<file path="src/rtl/errflag_pkg.sv">
package errflag_pkg;
  localparam int NFLAG  = 8;   // enable, master, six errors
  localparam int NGATED = 5;
  localparam int NEV    = NGATED + 1;
  localparam int STRB_W = 16;
  localparam int STAT_W = 32;
  localparam int RXBV_W = 3;
  localparam int BUSY_POS = 13;
  localparam int RXBV_LSB = 28;
  localparam int ERR_LO = 2;   // first error flag index

  // internal flag order: 0 enable, 1 master, 2 mode err, 3 tx ovf,
  // 4 rx ovf, 5 abort, 6 tx und, 7 rx und
  function automatic int clr_pos(input int f);
    case (f)
      0: return 0;
      1: return 2;
      2: return 6;
      3: return 8;
      4: return 9;
      5: return 10;
      6: return 11;
      default: return 4;
    endcase
  endfunction

  function automatic int set_pos(input int f);
    return (f >= 3 && f <= 6) ? clr_pos(f) + 4 : clr_pos(f) + 1;
  endfunction

  function automatic int stat_pos(input int f);
    return (f < 2) ? f : f + 5;
  endfunction
endpackage

</file>
<file path="src/rtl/errflag_strobe_dec.sv">
module errflag_strobe_dec
  import errflag_pkg::*;
(
  input  logic              we_i,
  input  logic [STRB_W-1:0] data_i,
  output logic [NFLAG-1:0]  set_o,
  output logic [NFLAG-1:0]  clr_o
);
  for (genvar f = 0; f < NFLAG; f++) begin : g_dec
    assign set_o[f] = we_i & data_i[set_pos(f)];
    assign clr_o[f] = we_i & data_i[clr_pos(f)];
  end
endmodule

</file>
<file path="src/rtl/errflag_gate.sv">
module errflag_gate
  import errflag_pkg::*;
(
  input  logic [NEV-1:0]    ev_i,
  input  logic [NGATED-1:0] gate_i,
  output logic [NFLAG-1:0]  hw_set_o
);
  assign hw_set_o[0]      = 1'b0;
  assign hw_set_o[1]      = 1'b0;
  assign hw_set_o[ERR_LO] = ev_i[0];
  for (genvar g = 0; g < NGATED; g++) begin : g_gate
    assign hw_set_o[ERR_LO+1+g] = ev_i[1+g] & gate_i[g];
  end
endmodule

</file>
<file path="src/rtl/errflag_cell.sv">
module errflag_cell #(
  parameter bit HW_SETTABLE = 1'b1
) (
  input  logic clk,
  input  logic rst_n,
  input  logic sw_set_i,
  input  logic sw_clr_i,
  input  logic hw_set_i,
  output logic q_o
);
  logic hw_set_eff;
  logic nxt;

  if (HW_SETTABLE) begin : g_hw
    assign hw_set_eff = hw_set_i;
  end else begin : g_sw
    assign hw_set_eff = 1'b0;
  end

  // hardware event beats clear, clear beats software set
  always_comb begin
    if (hw_set_eff)    nxt = 1'b1;
    else if (sw_clr_i) nxt = 1'b0;
    else if (sw_set_i) nxt = 1'b1;
    else               nxt = q_o;
  end

  always_ff @(posedge clk or negedge rst_n)
    if (!rst_n) q_o <= 1'b0;
    else        q_o <= nxt;

  // clear wins over software set
  a_r5_clear_wins: assert property (@(posedge clk) disable iff (!rst_n)
    (sw_clr_i && !hw_set_eff) |=> !q_o);
  // a set without clear takes effect next cycle
  a_r2_set_takes: assert property (@(posedge clk) disable iff (!rst_n)
    ((sw_set_i || hw_set_eff) && !sw_clr_i) |=> q_o);
  // no strobe and no event, flag holds
  a_r4_hold: assert property (@(posedge clk) disable iff (!rst_n)
    (!sw_set_i && !sw_clr_i && !hw_set_eff) |=> $stable(q_o));
  // event colliding with clear is kept
  a_r8_event_kept: assert property (@(posedge clk) disable iff (!rst_n)
    (sw_clr_i && hw_set_eff) |=> q_o);
endmodule

</file>
<file path="src/rtl/errflag_reg.sv">
module errflag_reg
  import errflag_pkg::*;
(
  input  logic              clk,
  input  logic              rst_n,
  input  logic              strb_we_i,
  input  logic [15:0]       strb_data_i,
  input  logic [5:0]        ev_i,
  input  logic [4:0]        gate_i,
  input  logic              busy_i,
  input  logic [2:0]        rxbv_i,
  output logic [31:0]       status_o,
  output logic              err_irq_o
);
  logic [NFLAG-1:0] sw_set, sw_clr, hw_set, flags;

  errflag_strobe_dec i_dec (
    .we_i(strb_we_i), .data_i(strb_data_i), .set_o(sw_set), .clr_o(sw_clr));

  errflag_gate i_gate (.ev_i(ev_i), .gate_i(gate_i), .hw_set_o(hw_set));

  for (genvar f = 0; f < NFLAG; f++) begin : g_flag
    errflag_cell #(.HW_SETTABLE(f >= ERR_LO)) i_cell (
      .clk(clk), .rst_n(rst_n), .sw_set_i(sw_set[f]), .sw_clr_i(sw_clr[f]),
      .hw_set_i(hw_set[f]), .q_o(flags[f]));
  end

  always_comb begin
    status_o = '0;
    for (int f = 0; f < NFLAG; f++) status_o[stat_pos(f)] = flags[f];
    status_o[BUSY_POS] = busy_i;
    status_o[RXBV_LSB +: RXBV_W] = rxbv_i;
  end

  assign err_irq_o = |flags[NFLAG-1:ERR_LO];

  // the interrupt only falls after a software strobe write
  a_r9_irq_fall: assert property (@(posedge clk) disable iff (!rst_n)
    $fell(err_irq_o) |-> $past(strb_we_i));
  // interrupt rises only from a set strobe or an event
  a_r9_irq_rise: assert property (@(posedge clk) disable iff (!rst_n)
    $rose(err_irq_o) |-> $past(strb_we_i || (|ev_i)));

  // an event whose gate is low never sets its flag
  for (genvar g = 0; g < NGATED; g++) begin : g_chk
    a_r7_gated_off: assert property (@(posedge clk) disable iff (!rst_n)
      (ev_i[1+g] && !gate_i[g] && !sw_set[ERR_LO+1+g] && !flags[ERR_LO+1+g])
      |=> !status_o[stat_pos(ERR_LO+1+g)]);
  end
endmodule

</file>
<file path="config.mk">
export PLATFORM = sky130hd
export DESIGN_NAME = errflag_reg
export DESIGN_NICKNAME = d
export VERILOG_FILES = /design/src/rtl/errflag_pkg.sv /design/src/rtl/errflag_strobe_dec.sv /design/src/rtl/errflag_gate.sv /design/src/rtl/errflag_cell.sv /design/src/rtl/errflag_reg.sv
export SDC_FILE = /design/constraint.sdc
export NUM_CORES = 1
export LEC_CHECK = 0
export ABC_AREA = 1
export BUFFER_PORTS_ARGS = -buffer_cell sky130_fd_sc_hd__buf_2
export CORE_MARGIN = 3
export CORE_UTILIZATION = 41
export CTS_BUF_LIST = sky130_fd_sc_hd__clkbuf_8
export DETAILED_ROUTE_END_ITERATION = 8
export GPL_ROUTABILITY_DRIVEN = 0
export PLACE_DENSITY = 0.95
export SLEW_MARGIN = 20
export SYNTH_ARGS = -nofsm -noshare
export SYNTH_HDL_FRONTEND = slang
export SYNTH_HIERARCHICAL = 1
export SYNTH_SLANG_ARGS = --single-unit
</file>
<file path="constraint.sdc">
create_clock -name clk -period 1.96 [get_ports clk]
set_input_delay 0.392 -clock clk [delete_from_list [all_inputs] [get_ports clk]]
set_output_delay 0.392 -clock clk [all_outputs]
set_load 0.05 [all_outputs]
</file>
==> results of run 1 <==
-- worst register-to-register path, delay by kind of cell, from the launching register on --
family | cells | cell delay (ns)
and+or+nand+nor | 1 | 0.06
DFF | 1 | 0.38
AOI/OAI and AO/OA | 1 | 0.13
-- metal layers --
metal / vias to the layer above / wire [um] / global-route usage (%)
li1: 324 / - / -
met1: 234 / 512 / 12.1
met2: 36 / 628 / 18.2
met3: 0 / 145 / 4.51
met4: 0 / 0 / 4.84
met5: - / 0 / 0
-- final cells by class --
class                   count  area (um2)  share of cell area, %
clock buffers               3        41.3                   5.00
inverters                  33         124                   15.0
multi-input cells          61         250                   30.3
flip-flops and latches      8         200                   24.2
well taps                  16        20.0                   2.42
repair buffers             38         190                   23.0
-- power by group through the flow --
stage	Clock [mW]	Combinational, mW	Sequential (mW)
floorplan	0	0.185	0.257
global placement	0	0.239	0.195
detailed placement	0	0.242	0.196
CTS	0.203	0.242	0.194
global route	0.212	0.260	0.196
finish	0.195	0.241	0.194
-- worst paths after layout --
kind                                           start                    to  slack (ns)  cells past startpoint
max in group asynchronous                      rst_n  g_flag[6].i_cell/q_o        1.78                      1
worst min register to register  g_flag[1].i_cell/q_o  g_flag[1].i_cell/q_o        0.49                      2
worst max-delay path            g_flag[3].i_cell/q_o             err_irq_o        0.56                      3
min in group clk                             ev_i[0]  g_flag[2].i_cell/q_o        0.35                      3
worst max register to register  g_flag[7].i_cell/q_o  g_flag[7].i_cell/q_o        1.27                      2
worst min-delay path                           rst_n  g_flag[3].i_cell/q_o       0.007                      1
==> implementation parameters, run 1 <==
Parameter                              Value

Power
  Highest ir drop seen on vdd    0.404 mV
  Relative contribution of the clock network to total power    31.0%
  Part of the total power dissipated in sequential elements    30.8%
  Leak Pwr    0.604 nW
  Power dissipated by switching net loads    0.264 mW
  Cell internal power dissipation    0.366 mW
  Combinational share of power    38.2%
  Switching power as a share of total power    41.9%
  Ratio of total power to cell area    762 nW/um2
  Power Total    0.629 mW

Route
  Remaining DRCs    0
  Average wire per standard cell    8.09 um
  DRT antenna net count    0
  WL final    1.29 mm
  Average via count per standard cell    3.74
  Number of detailed-routing iterations run before antenna repair    2
  Total via count in the routed design    594
  Detailed Route Iter0 Violations    5

Placement
  Detailed-placement wirelength estimate    1.12 mm
  Count of buffers from port buffering    38
  DP Cell Count    156
  Pre-CTS WS    0.783 ns
  Dpl cell area    785 um2

Global route
  Number of global-route vias before repair    436
  Number of antenna violations at the first check in global routing    0
  GRT Residual Overflow    0
  All-layer global routing usage    10.9%
  Maximum number of pins on one net before global-route repair    17
  Wire length of the first global-routing pass    1.71 mm

Floorplanning
  Die height    48.0 um
  Floorplan die area    2300 um2
  Ports placed on the boundary    67
  Core Footprint    1580 um2
  Initial Utilization    45.8%
  Site row count    14
  Chip width    48.0 um

Clock tree
  Clock tree from TritonCTS    yes
  Cts repair resizes    0
  Clock transition time at the flip-flop clock pins of the worst setup and hold paths    0.04 ns
  Setup fix buffers added after clock tree synthesis    0
  Clock sink count    8
  Clock latency of the later-clocked register in the worst-skew pair    0.22 ns
  Number of buffers on the longest clock path    2
  CTS Hold Buffers Added    0
  Clock buffers created by TritonCTS    3
  Root buffer selected by CTS    sky130_fd_sc_hd__clkbuf_8
  Number of H-tree levels    1

STA
  Final number of setup-violating endpoints    0
  Post-route worst setup slack    0.562 ns
  Final Hold Vio Count    0
  Portion of the clock cycle consumed by the worst path in the final layout    71.3%
  Worst Clk Skew    0 ns
  Maximum achievable frequency    715 MHz
  Final worst hold slack    0.00681 ns
  Number of max-slew violations in the final report    0
  Clock period minus worst slack    1.40 ns
  Final-layout setup total negative slack    0 ns
  Unrepaired setup endpoints after global routing    no

Logic synthesis
  Post-Syn Instances    110
  Mapped Area    722 um2
  Synth warnings    6
  Mean instance size in the synthesized netlist    6.56 um2

Worst setup path
  Peak per-stage delay on the critical path    0.38 ns
  Slowest stage cell on the critical path    sky130_fd_sc_hd__dfrtp_1
  Critical path launch point type    flop
  Kind of cell adding the most delay to the critical path    flip-flops
  Crit path cell chain    nor2_1 > nand3_1 > buf_2
  Data required time at the worst endpoint    1.57 ns
  Number of buffers and inverters on the critical path    1
  Type of element capturing the critical path    primary output
  Data arrival at the endpoint of the critical path    1.01 ns
  Type of the worst setup path    flop to primary output
  Maximum fanout along the worst path    3

Finish
  Core utilization of the finished layout    52.4%
  Largest register by flop count    g_flag.i_cell/q_o
  Most frequent standard cell in the layout excluding fill and tap cells    sky130_fd_sc_hd__buf_2
  Most frequent cells in the layout    sky130_fd_sc_hd__buf_2 (38), sky130_fd_sc_hd__inv_1 (33), sky130_fd_sc_hd__nand2_1 (22)
  Inserted Diodes    0
  Post-synthesis to final-layout area growth    14.4%
  Largest registers    g_flag.i_cell/q_o x8
  Number of nets in the layout    179
  Area of all placed cells without fillers    826 um2
  Number of non-filler instances in the completed layout    159
  Filler Cell Count    178
  Fraction of layout instances using a drive strength above 1    32.2%
  Max reg flops    8

Flow run
  Max Cap Viol    0

Outcome
  Outcome    finished, final reports clean

Min path
  Hold/Removal Path Class    primary input to async pin
Power figures use the tool's default switching activity.
==> run 2, diff against run 1 <==
- ABC_AREA: 1 -> 0
- CORE_UTILIZATION: 41 -> 37
- PLACE_DENSITY: 0.95 -> 0.93
- clock period: 1.96 -> 1.3 ns (I/O delays scaled with it)
==> implementation parameters, run 2 <==
Parameter                              Value

Power
  Power Total    0.969 mW (+54%)
  Leak Pwr    0.452 nW (-25%)
  Ratio of total power to cell area    1140 nW/um2 (+50%)
  Highest ir drop seen on vdd    0.763 mV (+89%)

Route
  Average wire per standard cell    9.67 um (+19%)
  Number of detailed-routing iterations run before antenna repair    2 (unchanged)
  Average via count per standard cell    3.95 (+5.9%)
  DRT antenna net count    0 (unchanged)
  Detailed Route Iter0 Violations    3 (-2)
  Total via count in the routed design    526 (-11%)
  Remaining DRCs    0 (unchanged)
  WL final    1.29 mm (about the same)

Placement
  DP Cell Count    128 (-18%)
  Count of buffers from port buffering    38 (unchanged)
  Detailed-placement wirelength estimate    1.07 mm (-4.7%)
  Dpl cell area    778 um2 (-0.80%)

Floorplanning
  Initial Utilization    41.8% (-4.0 points)
  Site row count    14 (unchanged)
  Die height    48.7 um (+1.4%)
  Core Footprint    1610 um2 (+2.2%)
  Chip width    48.7 um (+1.4%)
  Floorplan die area    2370 um2 (+2.9%)
  Ports placed on the boundary    67 (unchanged)

Outcome
  Violated checks    negative setup slack
  Outcome    finished with violations

Clock tree
  Clock sink count    8 (unchanged)
  Clock latency of the later-clocked register in the worst-skew pair    0.22 ns (about the same)
  Clock buffers created by TritonCTS    3 (unchanged)
  Number of H-tree levels    1 (unchanged)
  Root buffer selected by CTS    sky130_fd_sc_hd__clkbuf_8
  Clock transition time at the flip-flop clock pins of the worst setup and hold paths    0.04 ns (about the same)
  Setup fix buffers added after clock tree synthesis    0 (unchanged)
  Number of buffers on the longest clock path    2 (unchanged)
  Clock tree from TritonCTS    yes

Min path
  Hold EP    g_flag[2].i_cell/q_o
  Hold/Removal Path Class    primary input to flop
  Number of cells on the worst hold path    2
  Hold_sp    ev_i[0]

Finish
  Post-synthesis to final-layout area growth    26.0%
  Filler Cell Count    166 (-6.7%)
  Max reg flops    8 (unchanged)
  Core utilization of the finished layout    52.6% (+0.26 points)
  Largest registers    g_flag.i_cell/q_o x8
  Largest register by flop count    g_flag.i_cell/q_o
  Multi-input gate area    363 um2 (+45%)
  Total area of sequential cells    204 um2 (+1.9%)
  Inserted Diodes    0 (unchanged)
  Area of all placed cells without fillers    848 um2 (+2.7%)
  Fraction of layout instances using a drive strength above 1    58.7% (+27 points)
  Number of nets in the layout    144 (-20%)
  Most frequent cells in the layout    sky130_fd_sc_hd__buf_2 (37), sky130_fd_sc_hd__conb_1 (20), sky130_fd_sc_hd__and2_2 (12)
  Number of non-filler instances in the completed layout    133 (-16%)
  Most frequent standard cell in the layout excluding fill and tap cells    sky130_fd_sc_hd__buf_2

Global route
  Number of antenna violations at the first check in global routing    0 (unchanged)
  Grt met1 use    12.0% (-0.10 points)
  Met3 Track Usage GR    6.75% (+2.2 points)
  Number of global-route vias before repair    498 (+14%)
  Maximum number of pins on one net before global-route repair    17 (unchanged)
  Global-route met2 utilization    18.8% (+0.57 points)
  Layer carrying the most global-route usage    met2
  GRT Residual Overflow    0 (unchanged)
  Wire length of the first global-routing pass    2.06 mm (+21%)
  All-layer global routing usage    11.5% (+0.58 points)

STA
  Final number of setup-violating endpoints    1 (+1)
  Number of max-slew violations in the final report    0 (unchanged)
  Final-layout setup total negative slack    -0.117 ns (-0.117 ns)
  Clock period minus worst slack    1.42 ns
  Unrepaired setup endpoints after global routing    yes
  Portion of the clock cycle consumed by the worst path in the final layout    109%
  Final Hold Vio Count    0 (unchanged)
  Post-route worst setup slack    -0.117 ns (-0.678 ns)
  Maximum achievable frequency    706 MHz
  Worst Clk Skew    0 ns (unchanged)

Worst setup path
  Data arrival at the endpoint of the critical path    1.16 ns (+0.15 ns)
  Type of element capturing the critical path    primary output
  Data required time at the worst endpoint    1.04 ns (-0.53 ns)
  Launching point of the worst reg2reg path    g_flag[7].i_cell/q_o
  Maximum fanout along the worst path    3 (unchanged)
  Setup slack, reg-to-reg    0.57 ns (-0.70 ns)
  Cell depth of the worst flop-to-flop path    2 (unchanged)
  Reg-to-Reg End    g_flag[7].i_cell/q_o
  Critical path launch point type    flop
  Type of the worst setup path    flop to primary output

Flow run
  Max Cap Viol    0 (unchanged)

Logic synthesis
  Post-Syn Instances    73 (-34%)
  Synth warnings    6 (unchanged)
  Mean instance size in the synthesized netlist    9.22 um2 (+41%)
  Mapped Area    673 um2 (-6.8%)
-- run 2: cell types whose count changed in the layout (fill, tap and decap cells not counted), moves of 6 or more --
cell	before	now
sky130_fd_sc_hd__inv_1	33	1
sky130_fd_sc_hd__nand2_1	22	0
sky130_fd_sc_hd__and2_2	0	12
sky130_fd_sc_hd__and2_1	0	9
sky130_fd_sc_hd__o21ai_1	6	0
sky130_fd_sc_hd__o21bai_2	0	6
-- run 2: worst max path at each step --
| stage | startpoint | end | slack [ns] |
|---|---|---|---|
| after detailed placement | g_flag[7].i_cell/q_o | err_irq_o | 0.06 |
| after floorplan | g_flag[7].i_cell/q_o | err_irq_o | -0.004 |
| final | g_flag[5].i_cell/q_o | err_irq_o | -0.12 |
| after CTS | g_flag[5].i_cell/q_o | err_irq_o | -0.13 |
| after global routing | g_flag[5].i_cell/q_o | err_irq_o | -0.17 |
| after global placement | g_flag[7].i_cell/q_o | err_irq_o | 0.07 |
-- run 2: report_power, final --
group / leakage, nW / internal (mW) / switching [mW]
sequential: 0.0854 / 0.278 / 0.0249
clock: 0.0269 / 0.204 / 0.0983
combinational: 0.340 / 0.0938 / 0.270
-- run 2: what timing repair did --
| item | CTS | global route |
|---|---|---|
| resized for setup | 2 | 1 |
| endpoints found under the setup margin | 1 | 1 |
| hold endpoints to repair | 8 | 0 |
| hold buffers | 1 | 0 |
| pin swaps | 1 | 0 |
-- run 2: final cells by class --
type / instances / share of cell area [%]
tap: 24 / 3.54
timing repair buffer: 39 / 24.3
multi-input combinational: 58 / 42.8
clock buffer: 3 / 4.87
clock inverter: 1 / 0.442
sequential: 8 / 24.0
-- run 2: critical path, stage by stage, from the launching register on --
cell	delay, ns
sky130_fd_sc_hd__dfrtp_2	0.42
sky130_fd_sc_hd__nor4_4	0.28
sky130_fd_sc_hd__nand2_2	0.07
sky130_fd_sc_hd__buf_6	0.15
-- run 2: through the flow --
step           setup slack [ns]  hold slack (ns)
2_1_floorplan          -0.00426          -0.0356
3_3_place_gp             0.0746            0.115
3_5_place_dp             0.0642            0.117
4_1_cts                  -0.132            0.223
5_1_grt                  -0.172            0.219
6_report                 -0.117            0.229
-- run 2: layer usage --
| metal | vias to the layer above | share of wire [%] |
|---|---|---|
| met1 | 230 | 35 |
| met3 | 0 | 14 |
| met5 | - | 0 |
| li1 | 256 | - |
| met4 | 0 | 0 |
| met2 | 40 | 50 |
